--- src/rtl/mdio_mgmt_pkg.sv ---
package mdio_mgmt_pkg;
  localparam int FRAME_BITS = 64;
  localparam int IDX_W      = 6;
  localparam int TA_IDX     = 46;  // first turnaround bit position
  localparam int DATA_IDX   = 48;  // first data bit position
  localparam int CMD_BUSY   = 0;
  localparam int CMD_WR     = 1;
  localparam int CMD_REG_LO = 6;
  localparam int CMD_PHY_LO = 11;

  typedef struct packed {
    logic        wr;
    logic [4:0]  phy;
    logic [4:0]  regn;
    logic [15:0] wdata;
  } mdio_cmd_t;

  function automatic logic [FRAME_BITS-1:0] build_frame(mdio_cmd_t c);
    return {32'hFFFF_FFFF, 2'b01, (c.wr ? 2'b01 : 2'b10), c.phy, c.regn,
            (c.wr ? 2'b10 : 2'b11), (c.wr ? c.wdata : 16'hFFFF)};
  endfunction
endpackage

--- src/rtl/mdio_rst_sync.sv ---
module mdio_rst_sync (
  input  logic clk,
  input  logic rst_n,
  output logic rst_n_sync
);
  logic [1:0] sync_q;

  always_ff @(posedge clk or negedge rst_n) begin
    if (!rst_n) sync_q <= 2'b00;
    else        sync_q <= {sync_q[0], 1'b1};
  end

  assign rst_n_sync = sync_q[1];
endmodule

--- src/rtl/mdc_clk_div.sv ---
module mdc_clk_div #(
  parameter int DIV_HALF = 20
) (
  input  logic clk,
  input  logic rst_n,
  input  logic run,
  output logic mdc,
  output logic rise_stb,
  output logic fall_stb
);
  localparam int CW = (DIV_HALF > 1) ? $clog2(DIV_HALF) : 1;
  localparam logic [CW-1:0] CNT_LAST = CW'(DIV_HALF - 1);

  logic [CW-1:0] cnt_q, cnt_d;
  logic          mdc_q, mdc_d;
  logic          tick;

  always_comb begin
    tick  = run && (cnt_q == CNT_LAST);
    cnt_d = cnt_q;
    mdc_d = mdc_q;
    if (!run) begin
      cnt_d = '0;
      mdc_d = 1'b0;
    end else if (tick) begin
      cnt_d = '0;
      mdc_d = ~mdc_q;
    end else begin
      cnt_d = cnt_q + 1'b1;
    end
  end

  always_ff @(posedge clk or negedge rst_n) begin
    if (!rst_n) begin
      cnt_q <= '0;
      mdc_q <= 1'b0;
    end else begin
      cnt_q <= cnt_d;
      mdc_q <= mdc_d;
    end
  end

  assign mdc      = mdc_q;
  assign rise_stb = tick && !mdc_q;
  assign fall_stb = tick && mdc_q;

  // the clock may only change right after the divider wraps
  a_r7_toggle_on_wrap: assert property (@(posedge clk) disable iff (!rst_n)
    (mdc_q != $past(mdc_q)) |-> (cnt_q == '0));
endmodule

--- src/rtl/mdio_frame_seq.sv ---
module mdio_frame_seq
  import mdio_mgmt_pkg::*;
(
  input  logic        clk,
  input  logic        rst_n,
  input  logic        start,
  input  mdio_cmd_t   cmd,
  input  logic        rise_stb,
  input  logic        fall_stb,
  input  logic        mdio_i,
  output logic        busy,
  output logic        mdio_o,
  output logic        mdio_oe,
  output logic        rd_done,
  output logic [15:0] rd_data
);
  localparam logic [IDX_W-1:0] IDX_LAST = IDX_W'(FRAME_BITS - 1);
  localparam logic [IDX_W-1:0] IDX_TA   = IDX_W'(TA_IDX);
  localparam logic [IDX_W-1:0] IDX_DATA = IDX_W'(DATA_IDX);

  logic                  busy_q, busy_d;
  logic                  wr_q, wr_d;
  logic [IDX_W-1:0]      idx_q, idx_d;
  logic [FRAME_BITS-1:0] sh_q, sh_d;
  logic [15:0]           rx_q, rx_d;
  logic                  last_fall;

  always_comb begin
    busy_d    = busy_q;
    wr_d      = wr_q;
    idx_d     = idx_q;
    sh_d      = sh_q;
    rx_d      = rx_q;
    last_fall = busy_q && fall_stb && (idx_q == IDX_LAST);
    if (!busy_q) begin
      if (start) begin
        busy_d = 1'b1;
        wr_d   = cmd.wr;
        idx_d  = '0;
        sh_d   = build_frame(cmd);
        rx_d   = '0;
      end
    end else begin
      if (rise_stb && !wr_q && (idx_q >= IDX_DATA))
        rx_d = {rx_q[14:0], mdio_i};
      if (fall_stb) begin
        if (idx_q == IDX_LAST) begin
          busy_d = 1'b0;
        end else begin
          idx_d = idx_q + 1'b1;
          sh_d  = {sh_q[FRAME_BITS-2:0], 1'b1};
        end
      end
    end
  end

  always_ff @(posedge clk or negedge rst_n) begin
    if (!rst_n) begin
      busy_q <= 1'b0;
      wr_q   <= 1'b0;
      idx_q  <= '0;
      sh_q   <= '1;
      rx_q   <= '0;
    end else begin
      busy_q <= busy_d;
      wr_q   <= wr_d;
      idx_q  <= idx_d;
      sh_q   <= sh_d;
      rx_q   <= rx_d;
    end
  end

  assign busy    = busy_q;
  assign mdio_o  = busy_q ? sh_q[FRAME_BITS-1] : 1'b1;
  assign mdio_oe = busy_q && (wr_q || (idx_q < IDX_TA));
  assign rd_done = last_fall && !wr_q;
  assign rd_data = rx_q;

  // a frame only ends after its last bit has been clocked out
  a_r3_end_on_last_bit: assert property (@(posedge clk) disable iff (!rst_n)
    $fell(busy_q) |-> ($past(idx_q) == IDX_LAST));
  // the output enable is never active while a read is in its data phase
  a_r5_read_data_released: assert property (@(posedge clk) disable iff (!rst_n)
    (busy_q && !wr_q && rise_stb && (idx_q >= IDX_DATA)) |-> !mdio_oe);
endmodule

--- src/rtl/mdio_mgmt_ctrl.sv ---
module mdio_mgmt_ctrl
  import mdio_mgmt_pkg::*;
#(
  parameter int DIV_HALF = 20
) (
  input  logic        clk,
  input  logic        rst_n,
  input  logic        reg_sel,
  input  logic        reg_wr,
  input  logic [31:0] reg_wdata,
  output logic [31:0] reg_rdata,
  output logic        mdc,
  output logic        mdio_o,
  output logic        mdio_oe,
  input  logic        mdio_i
);
  logic        rst_n_s;
  logic        busy, rise_stb, fall_stb, rd_done;
  logic [15:0] rd_data;
  logic        cmd_req, start;
  mdio_cmd_t   cmd;

  logic        wr_q, wr_d;
  logic [4:0]  phy_q, phy_d;
  logic [4:0]  regn_q, regn_d;
  logic [15:0] data_q, data_d;

  mdio_rst_sync u_rst (.clk(clk), .rst_n(rst_n), .rst_n_sync(rst_n_s));

  mdc_clk_div #(.DIV_HALF(DIV_HALF)) u_div (
    .clk(clk), .rst_n(rst_n_s), .run(busy),
    .mdc(mdc), .rise_stb(rise_stb), .fall_stb(fall_stb));

  always_comb begin
    cmd_req = reg_wr && (reg_sel == 1'b0);
    start   = cmd_req && !busy;
    wr_d    = wr_q;
    phy_d   = phy_q;
    regn_d  = regn_q;
    data_d  = data_q;
    if (start) begin
      wr_d   = reg_wdata[CMD_WR];
      regn_d = reg_wdata[CMD_REG_LO +: 5];
      phy_d  = reg_wdata[CMD_PHY_LO +: 5];
    end
    if (reg_wr && reg_sel) data_d = reg_wdata[15:0];
    if (rd_done)           data_d = rd_data;
    cmd.wr    = reg_wdata[CMD_WR];
    cmd.regn  = reg_wdata[CMD_REG_LO +: 5];
    cmd.phy   = reg_wdata[CMD_PHY_LO +: 5];
    cmd.wdata = data_q;
  end

  always_ff @(posedge clk or negedge rst_n_s) begin
    if (!rst_n_s) begin
      wr_q   <= 1'b0;
      phy_q  <= '0;
      regn_q <= '0;
      data_q <= '0;
    end else begin
      wr_q   <= wr_d;
      phy_q  <= phy_d;
      regn_q <= regn_d;
      data_q <= data_d;
    end
  end

  mdio_frame_seq u_seq (
    .clk(clk), .rst_n(rst_n_s), .start(start), .cmd(cmd),
    .rise_stb(rise_stb), .fall_stb(fall_stb), .mdio_i(mdio_i),
    .busy(busy), .mdio_o(mdio_o), .mdio_oe(mdio_oe),
    .rd_done(rd_done), .rd_data(rd_data));

  always_comb begin
    if (reg_sel == 1'b0)
      reg_rdata = {16'h0000, phy_q, regn_q, 4'b0000, wr_q, busy};
    else
      reg_rdata = {16'h0000, data_q};
  end

  // busy rises only after a command-register write
  a_r2_busy_from_cmd: assert property (@(posedge clk) disable iff (!rst_n_s)
    $rose(busy) |-> $past(cmd_req));
  // a command write during busy leaves the fields untouched
  a_r8_busy_write_ignored: assert property (@(posedge clk) disable iff (!rst_n_s)
    (cmd_req && busy) |=> ($stable(phy_q) && $stable(regn_q) && $stable(wr_q)));
  // the clock idles low
  a_r7_mdc_idle_low: assert property (@(posedge clk) disable iff (!rst_n_s)
    !busy |-> !mdc);
  // rising and falling strobes are exclusive
  a_r7_strobes_exclusive: assert property (@(posedge clk) disable iff (!rst_n_s)
    $onehot0({rise_stb, fall_stb}));
endmodule

--- config.mk ---
export PLATFORM = sky130hd
export DESIGN_NAME = mdio_mgmt_ctrl
export DESIGN_NICKNAME = d
export VERILOG_FILES = /design/src/rtl/mdio_mgmt_pkg.sv /design/src/rtl/mdio_rst_sync.sv /design/src/rtl/mdc_clk_div.sv /design/src/rtl/mdio_frame_seq.sv /design/src/rtl/mdio_mgmt_ctrl.sv
export SDC_FILE = /design/constraint.sdc
export NUM_CORES = 1
export LEC_CHECK = 0
export BUFFER_PORTS_ARGS = -buffer_cell sky130_fd_sc_hd__buf_2
export CORE_ASPECT_RATIO = 1.2
export CORE_MARGIN = 10
export CORE_UTILIZATION = 30
export DETAILED_ROUTE_END_ITERATION = 8
export GPL_TIMING_DRIVEN = 0
export SLEW_MARGIN = 20
export SYNTH_ARGS = -nofsm -noshare
export SYNTH_HDL_FRONTEND = slang
export SYNTH_HIERARCHICAL = 1
export SYNTH_SLANG_ARGS = --single-unit
--- constraint.sdc ---
create_clock -name clk -period 5.9 [get_ports clk]
set_clock_uncertainty 0.15 [all_clocks]
set_input_delay 0.59 -clock clk [delete_from_list [all_inputs] [get_ports clk]]
set_output_delay 0.59 -clock clk [all_outputs]
set_load 0.01 [all_outputs]
* Word level (Yosys, flattened, before mapping)
Index checks and enable logic that the tools add are counted.
** Storage, ports and cells
- Bits of input ports :: 37
- Output and inout bits :: 35
- Flip-flop bits (word level) :: 123
- Logic and storage cells :: 72
** Cells by class
- Reductions and logical operators :: 21
- Bitwise operators :: 3
- Add/sub/neg operators :: 2
- Mux-type cells :: 26
- $lt $le $gt $ge :: 2
- Equality and inequality tests :: 6
** Operator list (count)
- 2-to-1 mux 64 bit :: 4
- 2-to-1 mux 16 bit :: 7
- 2-to-1 mux 6 bit :: 4
- logical AND 1 bit :: 12
- 2-to-1 mux 5 bit :: 2
- 2-to-1 mux 1 bit :: 8
- adder 6 x 1 -> 6 bit (second input constant) :: 1
- == test 6 bit (second input constant) :: 1
- greater-or-equal comparator 6 bit (second input constant) :: 1
- less-than comparator 6 bit (second input constant) :: 1
- inequality test 2 bit (second input constant) :: 3
- adder 5 x 1 -> 5 bit (second input constant) :: 1
- == test 5 bit (second input constant) :: 1
- AND reduction 2 bit :: 2
- nonzero test 2 bit :: 2
- zero test 1 bit :: 3
- inverter 1 bit :: 3
- AND reduction 3 bit :: 1
- 2-to-1 mux 2 bit :: 1
- inequality test 2 x 1 -> 1 bit (second input constant) :: 1
- logical OR 1 bit :: 1

* Depth between registers and ports, before layout
- Depth after elaboration :: 7
- Gate-level depth with buffers :: 10
- Depth with buffers taken out :: 8

* Hierarchy
The synthesis kept the hierarchy.
** Modules (own cells, without submodules)
- mdio_frame_seq :: area each 3768.6 um2, times used 1, cells an instance 369, seq. area each 2282.2 um2
- mdio_mgmt_ctrl :: area each 1617.8 um2, times used 1, cells an instance 150, seq. area each 675.6 um2
- mdc_clk_div :: area each 306.5 um2, times used 1, cells an instance 29, seq. area each 150.1 um2
- mdio_rst_sync :: area each 53.8 um2, times used 1, cells an instance 3, seq. area each 50.0 um2

* Worst setup path after synthesis
OpenSTA, ideal clock, no wires.
- Path kind :: input to register
- Start point :: input reg_sel
- End point :: register u_seq.idx_q[3]
- Data required time :: 5624 ps
- Slack :: 3632 ps
- Data arrival time :: 1992 ps
- Setup time :: 126 ps
- Stages :: 8
- Path buffers :: 3
- Cells stage by stage :: buf_6 -> nor3b_4 -> buf_6 -> mux2_2 -> o21ai_2 -> buf_4 -> and2_1 -> a311o_1
** On the way
- Word-level cells in the longest chain between the ends :: 5
** Ends and longest elaborated chain
- start, declared :: RTL line mdio_mgmt_ctrl.sv:8 : input logic reg_sel,
- inverter 1 bit
- logical AND 1 bit :: RTL line mdio_mgmt_ctrl.sv:35 : cmd_req = reg_wr && (reg_sel == 1'b0);
- logical AND 1 bit :: RTL line mdio_mgmt_ctrl.sv:36 : start = cmd_req && !busy;
- net start :: RTL line mdio_mgmt_ctrl.sv:20 : logic cmd_req, start;
- nonzero test 2 bit (no source line)
- AND reduction 3 bit (no source line)
- end signal, assigned :: RTL line mdio_frame_seq.sv:67 : idx_q <= idx_d;
- end, declared :: RTL line mdio_frame_seq.sv:23 : logic [IDX_W-1:0] idx_q, idx_d;
The timed path passes the listed nets, and every way through them passes these cells.
A chain may end at the register's enable or synchronous reset.

* Worst setup path in the final report
- Start point :: register u_seq.busy_q, in the netlist u_seq/busy
- End point :: output mdio_oe
** On the way
- Word-level cells in the longest chain between the ends :: 1
** Ends and longest elaborated chain
- start, declared :: RTL line mdio_frame_seq.sv:21 : logic busy_q, busy_d;
- start signal, assigned :: RTL line mdio_frame_seq.sv:65 : busy_q <= busy_d;
- logical AND 1 bit :: RTL line mdio_frame_seq.sv:75 : assign mdio_oe = busy_q && (wr_q || (idx_q < IDX_TA));
- end, declared :: RTL line mdio_mgmt_ctrl.sv:14 : output logic mdio_oe,
Every way passes these cells.

==> results_dict.tcl <==
set metrics [dict create \
    first_iter_violations 300 \
    swShare_pct 26.90 \
    rsz0062_at_grt "no" \
    min_period_ns 2.789 \
    cts_buffer_depth 2 \
    hold_slack_ns 0.07597 \
    tns_ns 0 \
    cp_top_family "buffers and inverters" \
    min_path_type "flip-flop to async pin" \
    dp_hpwl_um 9437 \
    grt_overflow 0 \
    cts_resized 0 \
    yosysSeqAreaShare_pct 54.95 \
    p_total_mw 3.152 \
    yosysTopAreaCellShare_pct 29.26 \
    cts_tree "yes" \
    row_count 55 \
    viasPerCell 4.708 \
    track_usage_pct 10.94 \
    cap_violations 0 \
    slew_violations 0 \
    synth-main-ff-cell "dfstp_2" \
    worst-path-buf-inv 3 \
    io_buffers 37 \
    cts_hold_buf 1 \
    cts_sinks 123 \
    seqPwrFrac_pct 46.5 \
    drc 0 \
    synthTopCellsByArea "dfstp_2 29%, dfrtp_1 26%, nand2_1 6.3%" \
    postCtsSetupBuffers 0 \
    core_mm2 0.01886 \
    ys_ff_latch 123 \
    gp_congestion 0.7622 \
    max_freq_ghz 0.3586 \
    syn_avg_cell_area_um2 10.43 \
    ant_nets 0 \
    fin_nets 664 \
    wire_per_inst_um 14.96 \
    internal-power_mw 2.304 \
    synth-edff-count 0 \
    syn-cell-area_mm2 0.005747 \
    fp.dieW_um 146.3 \
    worstSetupPathType "flip-flop to output pin" \
    crit_arrival_ns 2.05 \
    cts_max_level 4 \
    area.growth.synth_to_final_pct 21.45 \
    power.density_mw_per_mm2 451.6 \
    ios 72 \
    die_area_mm2 0.02512 \
    grt_max_degree 55 \
    drtPass1Iterations 5 \
    cp_max_fo 14 \
    die_h_um 171.6 \
    grt_first_pass_wirelength_um 22550 \
    antenna_cells 0 \
    ir_worst_vdd_mv 0.1841 \
    combPwrFrac_pct 19.6 \
    fillers 1934 \
    end_kind "output pin" \
    status "completed" \
    cts_inserted_buffers 17 \
    clockPowerShare_pct 33.9 \
    vias 4204 \
    slew_headroom_pct 60.17 \
    crit_slowest_cell "dfrtp_1" \
    cts.clk_slew.worst_paths_ns 0.06 \
    worst_setup_path_start_kind "flip-flop" \
    power.leakage_nw 3.075 \
    finalWirelength_um 13360 \
    critical_path.cell_chain "buf_6, clkbuf_1, o31a_1, buf_2" \
    cts-root-buf "clkbuf_16" \
    ys_types 51 \
    synth_warnings 6 \
    drive_gt1_share_pct 32.03 \
    cp.required_ns 5.16 \
    setup_viol 0 \
    netlist_instances 551 \
    fin_crit_sh_pct 47.27 \
    finalHoldViolCount 0 \
    cp_slowest_stage_delay_ns 0.67 \
    reg2reg_slack_ns 3.40 \
    async_reset_ff_share_pct 100.0 \
    tightest_slew_ns 0.5930 \
    start_util_pct 30.48 \
    antenna_found_initial 0 \
    switching_power_mw 0.8477 \
    grt_pass1_vias 4332 \
    yosysTopAreaCell "dfstp_2" \
    clk_latency_ns 0.41 \
]
final timing paths:
kind                                                start                         end  cells past startpoint
worst max-delay path                 u_seq/busy$_DFF_PN0_                     mdio_oe                      4
worst min-delay path            u_rst/sync_q[1]$_DFF_PN0_      data_q[10]$_DFFE_PN0P_                      0
worst max register to register   u_div/cnt_q[0]$_DFF_PN0_       data_q[2]$_DFFE_PN0P_                      9
worst min register to register  u_rst/sync_q[1]$_DFF_PN0_      data_q[10]$_DFFE_PN0P_                      0
max in group asynchronous       u_rst/sync_q[1]$_DFF_PN0_  u_seq/sh_q[45]$_DFFE_PN1P_                      2
min in group clk                u_rst/sync_q[0]$_DFF_PN0_   u_rst/sync_q[1]$_DFF_PN0_                      0
per-layer routing:
metal / global-route usage [%] / share of wire [%] / vias to the layer above
met4: 3.399 / 1.1 / 0
met3: 3.075 / 4.1 / 10
met1: 13.80 / 47 / 2072
met5: 0 / 0 / -
li1: - / - / 2042
met2: 17.82 / 48 / 80
per-stage QoR:
step	utilization [%]	worst slack, ns	cell area, um^2	instances
floorplan	-	2.181	5803	566
global placement	33.46	0.5879	6309	859
detailed placement	33.77	3.388	6367	861
CTS	37.01	3.065	6979	893
global route	37.01	2.958	6979	893
finish	37.01	3.111	6979	893
power by group through the flow:
stage               clock network [mW]  logic [mW]  registers [mW]
floorplan                            0       0.479            1.43
global placement                     0       0.592            1.48
detailed placement                   0       0.627            1.48
CTS                               1.09       0.629            1.47
global route                      1.13       0.725            1.51
finish                            1.07       0.618            1.47
area by class of cell:
class                           instances  area, um^2  area share (%)
Sequential cell                       123        3162           45.30
Multi-Input combinational cell        369        2227           31.91
Clock buffer                           22       454.2           6.508
Buffer                                 55       346.6           4.966
Tap cell                              256       320.3           4.589
Timing Repair Buffer                   40       250.2           3.586
Clock inverter                          9       147.6           2.115
Inverter                               19       71.32           1.022
sequential cells by signal, summed over array words and instances, names as in the netlist:
name and flops:
u_seq/sh_q 64, wr_q 1, u_seq/rd_data 16, u_seq/wr_q 1, u_div/mdc 1, u_rst/sync_q 2, u_seq/busy 1, data_q 16
u_seq/idx_q 6, phy_q 5, regn_q 5, u_div/cnt_q 5
kinds of logic (layout without fill, tap and decap cells):
family	Yosys count	in the layout	share of synthesized area, %
compound gates	130	130	14.41
other cells	2	17	0.1307
buf+inv	74	145	7.272
mux	36	36	7.403
simple gates	182	182	15.09
fa+ha+maj	2	2	0.4354
xor+xnor	2	2	0.3049
flops	123	123	54.95
cells in the final DEF (no fill, tap or decap), types with 19 or more instances in the layout:
master and instances:
nand2_1 97, clkbuf_1 19, dfrtp_1 58, buf_2 46
o21ai_0 58, buf_4 22, dfstp_2 64, nor2_1 41
cells in the mapped netlist (10+ instances only):
master    count
nand2_1      97
dfstp_2      64
dfrtp_1      59
o21ai_0      58
nor2_1       41
buf_4        22
inv_1        17
nand4b_1     17
a22o_1       16
mux2_2       16
clkbuf_1     15
o22ai_1      15
mux2i_1      11
o311ai_1     10
Power figures use the tool's default switching activity.
